[config.mk]
export PLATFORM = sky130hd
export DESIGN_NAME = lpm_ctrl
export DESIGN_NICKNAME = d
export VERILOG_FILES = /design/src/rtl/lpm_pkg.sv /design/src/rtl/lpm_count.sv /design/src/rtl/lpm_fsm.sv /design/src/rtl/lpm_pin_mux.sv /design/src/rtl/lpm_ctrl.sv
export SDC_FILE = /design/constraint.sdc
export NUM_CORES = 1
export LEC_CHECK = 0
export ABC_AREA = 1
export CORE_MARGIN = 5
export CORE_UTILIZATION = 34
export CTS_CLUSTER_DIAMETER = 150
export DETAILED_ROUTE_END_ITERATION = 8
export PLACE_DENSITY_LB_ADDON = 0.08
export SETUP_SLACK_MARGIN = 0.02
export SYNTH_ARGS = -nofsm -noshare
export SYNTH_HDL_FRONTEND = slang
export SYNTH_HIERARCHICAL = 1
export SYNTH_SLANG_ARGS = --single-unit
[constraint.sdc]
create_clock -name clk -period 2.16 [get_ports clk]
set_input_delay 0.54 -clock clk [delete_from_list [all_inputs] [get_ports clk]]
set_output_delay 0.54 -clock clk [all_outputs]
set_load 0.01 [all_outputs]
[src/rtl/lpm_pkg.sv]
// Package: shared mode encoding and port geometry for the low-power controller.
// Assumes: mode codes are visible on mode_o and must keep these values.
package lpm_pkg;
    typedef enum logic [2:0] {
        ST_RUN   = 3'd0,
        ST_IDLE  = 3'd1,
        ST_PDOWN = 3'd2,
        ST_DRAIN = 3'd3,
        ST_OSCW  = 3'd4,
        ST_RST   = 3'd5
    } lpm_state_e;

    localparam int NPORT = 4;
    localparam int PW    = 8;
endpackage

[src/rtl/lpm_count.sv]
// Module: terminal counter used for both the drain window and the settle time.
// Counts inc pulses while clr is low; last is high when the current pulse
// would be the limit-th one (also high for a limit of zero).
// Assumes: the owner acts on last only together with inc.
module lpm_count #(
    parameter int W = 8
) (
    input  logic         clk,
    input  logic         rst_n,
    input  logic         clr,
    input  logic         inc,
    input  logic [W-1:0] limit,
    output logic         last
);
    logic [W-1:0] cnt_q;

    // Terminal compare, one bit wider so that cnt+1 cannot wrap.
    assign last = ({1'b0, cnt_q} + {{W{1'b0}}, 1'b1}) >= {1'b0, limit};

    // Pulse counter, cleared outside the owning state.
    always_ff @(posedge clk) begin
        if (!rst_n || clr) begin
            cnt_q <= '0;
        end else if (inc && !last) begin
            cnt_q <= cnt_q + 1'b1;
        end
    end
endmodule

[src/rtl/lpm_fsm.sv]
// Module: mode sequencer. Holds the mode state, checks the Power Down entry
// condition, times the Idle drain window and the oscillator settle time, and
// decodes the clock, reset and RAM-inhibit controls.
// Assumes: mc_tick is a one-cycle strobe; requests are level bits from
// registers that the core clears (idle_clr, core_rst).
module lpm_fsm
    import lpm_pkg::*;
#(
    parameter int SW       = 8,
    parameter int DRAIN_MC = 2
) (
    input  logic          clk,
    input  logic          rst_n,
    input  logic          idle_req,
    input  logic          pdown_req,
    input  logic          carry_flag,
    input  logic          b_msb,
    input  logic          irq_pend,
    input  logic          mc_tick,
    input  logic          hw_rst,
    input  logic [SW-1:0] stab_cycles,
    output lpm_state_e    state,
    output logic          cpu_clk_en,
    output logic          periph_clk_en,
    output logic          osc_en,
    output logic          ram_wr_inhibit,
    output logic          core_rst,
    output logic          idle_clr,
    output logic          pdown_err
);
    localparam int DW = $clog2(DRAIN_MC + 1);
    localparam logic [DW-1:0] DRAIN_LIM = DW'(DRAIN_MC);

    lpm_state_e state_q, state_d;
    logic       err_q;
    logic       pd_ok;
    logic       drain_last;
    logic       stab_last;
    logic       wake;

    assign pd_ok = (carry_flag == b_msb);
    assign wake  = irq_pend && mc_tick;

    // Drain window: counts machine-cycle ticks after a reset ends Idle.
    lpm_count #(.W(DW)) u_drain (
        .clk   (clk),
        .rst_n (rst_n),
        .clr   (state_q != ST_DRAIN),
        .inc   (mc_tick),
        .limit (DRAIN_LIM),
        .last  (drain_last)
    );

    // Settle timer: counts clock cycles after the oscillator restarts.
    lpm_count #(.W(SW)) u_stab (
        .clk   (clk),
        .rst_n (rst_n),
        .clr   (state_q != ST_OSCW),
        .inc   (1'b1),
        .limit (stab_cycles),
        .last  (stab_last)
    );

    // Next-state selection with reset, then Power Down, then Idle priority.
    always_comb begin
        state_d = state_q;
        unique case (state_q)
            ST_RUN: begin
                if (hw_rst)                  state_d = ST_RST;
                else if (pdown_req && pd_ok) state_d = ST_PDOWN;
                else if (pdown_req)          state_d = ST_RUN;
                else if (idle_req)           state_d = ST_IDLE;
            end
            ST_IDLE: begin
                if (hw_rst)      state_d = ST_DRAIN;
                else if (wake)   state_d = ST_RUN;
            end
            ST_DRAIN: begin
                if (mc_tick && drain_last) state_d = ST_RST;
            end
            ST_PDOWN: begin
                if (hw_rst)      state_d = ST_OSCW;
            end
            ST_OSCW: begin
                if (stab_last)   state_d = ST_RST;
            end
            ST_RST: begin
                if (!hw_rst)     state_d = ST_RUN;
            end
            default:             state_d = ST_RUN;
        endcase
    end

    // Mode state register.
    always_ff @(posedge clk) begin
        if (!rst_n) state_q <= ST_RUN;
        else        state_q <= state_d;
    end

    // Sticky refused-entry flag, cleared by the hardware reset pin.
    always_ff @(posedge clk) begin
        if (!rst_n || hw_rst) begin
            err_q <= 1'b0;
        end else if (state_q == ST_RUN && pdown_req && !pd_ok) begin
            err_q <= 1'b1;
        end
    end

    // Control decode from the current mode.
    always_comb begin
        cpu_clk_en     = !(state_q == ST_IDLE || state_q == ST_PDOWN);
        periph_clk_en  = (state_q != ST_PDOWN);
        osc_en         = (state_q != ST_PDOWN);
        ram_wr_inhibit = (state_q == ST_DRAIN) || (state_q == ST_OSCW) ||
                         (state_q == ST_RST);
        core_rst       = (state_q == ST_OSCW) || (state_q == ST_RST);
        idle_clr       = (state_q == ST_IDLE) && !hw_rst && wake;
    end

    assign state     = state_q;
    assign pdown_err = err_q;
endmodule

[src/rtl/lpm_pin_mux.sv]
// Module: pin override decode. In the two low-power modes it sets the strobe
// levels and picks, per port, latched data, the high address byte or float.
// Assumes: outside the low-power modes the core owns the pins, so all
// override outputs are held at 0.
module lpm_pin_mux
    import lpm_pkg::*;
(
    input  lpm_state_e               state,
    input  logic                     code_ext,
    input  logic [NPORT-1:0][PW-1:0] port_latch,
    input  logic [PW-1:0]            addr_hi,
    output logic                     pin_ovr,
    output logic                     ale_o,
    output logic                     psen_o,
    output logic                     p0_float,
    output logic [NPORT-1:0][PW-1:0] port_o
);
    logic in_idle;
    logic in_pd;

    assign in_idle = (state == ST_IDLE);
    assign in_pd   = (state == ST_PDOWN);
    assign pin_ovr = in_idle || in_pd;

    // Strobes sit high in Idle and low in Power Down.
    always_comb begin
        ale_o  = in_idle;
        psen_o = in_idle;
    end

    // Per-port source selection.
    for (genvar i = 0; i < NPORT; i++) begin : g_port
        if (i == 0) begin : g_mux_bus
            assign p0_float  = pin_ovr && code_ext;
            assign port_o[i] = (pin_ovr && !code_ext) ? port_latch[i] : '0;
        end else if (i == 2) begin : g_addr_bus
            assign port_o[i] = !pin_ovr               ? '0 :
                               (in_idle && code_ext)  ? addr_hi : port_latch[i];
        end else begin : g_plain
            assign port_o[i] = pin_ovr ? port_latch[i] : '0;
        end
    end
endmodule

[src/rtl/lpm_ctrl.sv]
// Module: top of the low-power mode pin controller. Joins the sequencer and
// the pin override decode and presents flat ports.
// Assumes: clk keeps running in every mode (the oscillator it enables is
// outside; the block itself sits on an always-on clock).
module lpm_ctrl
    import lpm_pkg::*;
#(
    parameter int SW       = 8,
    parameter int DRAIN_MC = 2
) (
    input  logic          clk,
    input  logic          rst_n,
    input  logic          idle_req,
    input  logic          pdown_req,
    input  logic          carry_flag,
    input  logic          b_msb,
    input  logic          irq_pend,
    input  logic          mc_tick,
    input  logic          hw_rst,
    input  logic          code_ext,
    input  logic [SW-1:0] stab_cycles,
    input  logic [7:0]    addr_hi,
    input  logic [7:0]    p0_latch,
    input  logic [7:0]    p1_latch,
    input  logic [7:0]    p2_latch,
    input  logic [7:0]    p3_latch,
    output logic [2:0]    mode_o,
    output logic          cpu_clk_en,
    output logic          periph_clk_en,
    output logic          osc_en,
    output logic          ram_wr_inhibit,
    output logic          core_rst,
    output logic          idle_clr,
    output logic          pdown_err,
    output logic          pin_ovr,
    output logic          ale_o,
    output logic          psen_o,
    output logic          p0_float,
    output logic [7:0]    p0_o,
    output logic [7:0]    p1_o,
    output logic [7:0]    p2_o,
    output logic [7:0]    p3_o
);
    lpm_state_e               state;
    logic [NPORT-1:0][PW-1:0] latch_bus;
    logic [NPORT-1:0][PW-1:0] port_bus;

    assign latch_bus = {p3_latch, p2_latch, p1_latch, p0_latch};

    // Mode sequencer.
    lpm_fsm #(.SW(SW), .DRAIN_MC(DRAIN_MC)) u_fsm (
        .clk            (clk),
        .rst_n          (rst_n),
        .idle_req       (idle_req),
        .pdown_req      (pdown_req),
        .carry_flag     (carry_flag),
        .b_msb          (b_msb),
        .irq_pend       (irq_pend),
        .mc_tick        (mc_tick),
        .hw_rst         (hw_rst),
        .stab_cycles    (stab_cycles),
        .state          (state),
        .cpu_clk_en     (cpu_clk_en),
        .periph_clk_en  (periph_clk_en),
        .osc_en         (osc_en),
        .ram_wr_inhibit (ram_wr_inhibit),
        .core_rst       (core_rst),
        .idle_clr       (idle_clr),
        .pdown_err      (pdown_err)
    );

    // Pin override decode.
    lpm_pin_mux u_pins (
        .state      (state),
        .code_ext   (code_ext),
        .port_latch (latch_bus),
        .addr_hi    (addr_hi),
        .pin_ovr    (pin_ovr),
        .ale_o      (ale_o),
        .psen_o     (psen_o),
        .p0_float   (p0_float),
        .port_o     (port_bus)
    );

    assign mode_o = state;
    assign p0_o   = port_bus[0];
    assign p1_o   = port_bus[1];
    assign p2_o   = port_bus[2];
    assign p3_o   = port_bus[3];
endmodule

==> flow_summary.yaml <==
outcome:
  status: "complete, but fails checks"
  violations: "negative setup slack"
routing:
  first_pass_iters: 6
  vias: 2160
  avgViaCountPerCell: 4.24
  drtAntennaViolNets: 0
  drc: 0
  avgRoutedWirePerCell_um: 10.5
  drt_iter0_drc: 71
  finalWirelength_um: 5360
critical_path:
  slowest_delay_ns: 0.37
  start_kind: "flip-flop"
  r2r-start: "u_fsm/u_stab/cnt_q[0]"
  crit_path_end_kind: "flip-flop"
  crit_top_cell: "nand2_2"
  crit_path_start: "u_fsm/u_stab/cnt_q[0]"
  arrival_ns: 2.35
  path_class: "reg2reg"
  slowest_stage: "dfxtp_4"
  cp.required_ns: 2.30
  rr_worst_depth: 20
  path_max_fanout: 6
  crit_chain: "ha_4 > nand3_4 > xor2_2 > ha_1 > nand2_1 > inv_1 > nand2_1 > nand3_2 > nand2_2 > nand2_2 > nand2_4 > nand2_2 > inv_2 > nand3_2 > nand2_2 > nor2_2 > nand2_2 > nand2_1 > nand2_1 > nor2_2"
sta:
  period_minus_slack_ns: 2.21
  setup_slack_ns: -0.0490
  finalSetupViolations: 3
  finClkSkew_ns: 0.00666
  rsz0062_at_grt: "yes"
  period_share_pct: 102
  slew_violations: 0
  hold_slack_ns: 0.524
  hold_violations: 0
  finalSetupTns_ns: -0.118
  max_freq_mhz: 453
yosys:
  yosysWarningCount: 6
  synth-async-reset-ratio_pct: 0
  synth_edf_count: 0
  synthCells: 310
  ys_types: 30
  synth_area_um2: 1730
  ys_seq_area_share_pct: 16.2
  syn_area_per_cell_um2: 5.58
  ys_ff_latch: 14
  synthFlopType: "dfxtp_1"
grt:
  met3_usage_pct: 3.66
  top_usage_layer: "met2"
  antenna_found_initial: 0
  grt-ovfl-total: 0
  grt_usage_pct: 15.8
  met2_usage_pct: 29.8
  grt_pass1_wl_um: 8490
  grt_pass1_vias: 1994
  grt_max_degree: 18
  met1_usage_pct: 17.6
pwr:
  power_frac_clock_pct: 10.0
  p_sw_mw: 1.05
  internal-power_mw: 1.20
  pwr-share-seq_pct: 14.7
  swShare_pct: 46.7
  p_leak_nw: 1.80
  power.total_mw: 2.26
  vdd_drop_max_uv: 308
  power_frac_comb_pct: 75.3
  power_density_nw_per_um2: 725
layout:
  syn_to_final_growth_pct: 80.0
  final_cell_area_um2: 3110
  drive_gt1_share_pct: 20.5
  diodes: 0
  final_common_cell: "inv_1"
  utilization_pct: 62.1
  final_cells: 509
  fin_nets: 510
  final_cell_mix: "inv_1, nand2_1, clkdlybuf4s50_1"
placed_design:
  placedCellCount: 500
  hpwl_um: 4470
  pre_cts_ws_ns: -0.435
  dpl-instance-area_um2: 3020
  gp_congestion: 0.838
  port_buffers: 103
floorplan:
  die_width_um: 81.3
  io_pins: 104
  die-area_um2: 6610
  initial_core_util_pct: 34.5
  fp-row-count: 26
  placeableCoreArea_um2: 5010
  die_h_um: 81.3
cts:
  clock_latency_ns: 0.24
  tritoncts: "yes"
  clk_path_buf_depth: 2
  htreeDepth: 1
  cts.sinks: 14
  cts_made_buffers: 3
  cts-root-buf: "clkbuf_8"
  ctsHoldBuffers: 0
  clk_pin_slew_ns: 0.06
min_path:
  hold_path.class: "reg2reg"
  hp-start: "u_fsm/pdown_err"
  hold_depth: 2
run:
  maxCapViolations: 0
Yosys cell counts (2+ instances only):
library cell | instances | area (um^2)
nand3_1 | 20 | 100
nand4_1 | 13 | 81.3
dfxtp_1 | 14 | 280
nor2_1 | 48 | 180
ha_1 | 11 | 138
conb_1 | 2 | 7.51
a21oi_1 | 2 | 10.0
nor2_2 | 8 | 50.1
nand2_2 | 4 | 25.0
nand3_2 | 2 | 20.0
buf_4 | 3 | 22.5
nand2_1 | 74 | 278
inv_2 | 3 | 11.3
nor3_1 | 2 | 10.0
xor2_1 | 3 | 26.3
inv_1 | 85 | 319
nand2_4 | 3 | 33.8
sequential cells by signal, summed over array words and instances, names as in the netlist:
register and cells:
u_fsm/u_stab/cnt_q 8, u_fsm/pdown_err 1, u_fsm/state 3, u_fsm/u_drain/cnt_q 2
critical path: cells and delay by family (launching register included):
family | cells | cell delay [ns]
buffers and inverters | 2 | 0.11
AND/OR/NAND/NOR | 15 | 0.99
flip-flops | 1 | 0.37
XOR/XNOR | 1 | 0.17
adder cells (fa/ha/maj) | 2 | 0.47
kinds of logic (layout without fill, tap and decap cells):
family          Yosys count  after routing  synth area share (%)
xor+xnor                  4              4                  2.03
simple gates            178            178                  47.8
fa+ha+maj                12             12                  9.12
buf+inv                  94            222                  21.6
compound gates            6              6                  2.82
flops                    14             14                  16.2
other cells               2              3                 0.434
per-layer routing:
layer / share of wire, % / vias to the layer above
met3: 8.0 / 6
met5: 0 / -
met2: 51 / 59
met4: 1.5 / 0
li1: - / 1168
met1: 39 / 927
power by group through the flow:
stage                     Combinational, mW  Sequential [mW]  Clock [mW]
after detailed placement               1.83            0.333           0
after global routing                   1.89            0.338       0.248
after global placement                 1.82            0.333           0
after CTS                              1.71            0.330       0.238
after floorplan                       0.892            0.369           0
final                                  1.70            0.332       0.226
final timing paths:
| check | endpoint | slack [ns] |
|---|---|---|
| min | u_fsm/pdown_err | 0.52 |
| max reg2reg | u_fsm/state[0] | -0.05 |
| min reg2reg | u_fsm/pdown_err | 0.52 |
| max | u_fsm/state[0] | -0.05 |
what timing repair did:
item                                    4_1_cts  5_1_grt
endpoints found under the setup margin       46       30
setup buffers                                 3        2
pin swaps                                    17        8
gates resized for setup                      60       24
area by class of cell:
class	count	area, um^2
clock buffer	4	45.0
sequential	14	295
multi-input combinational	203	1180
tap	70	87.6
timing repair buffer	129	1170
fill	513	1900
inverter	89	337
No activity file was read; power rests on OpenSTA's default activity.
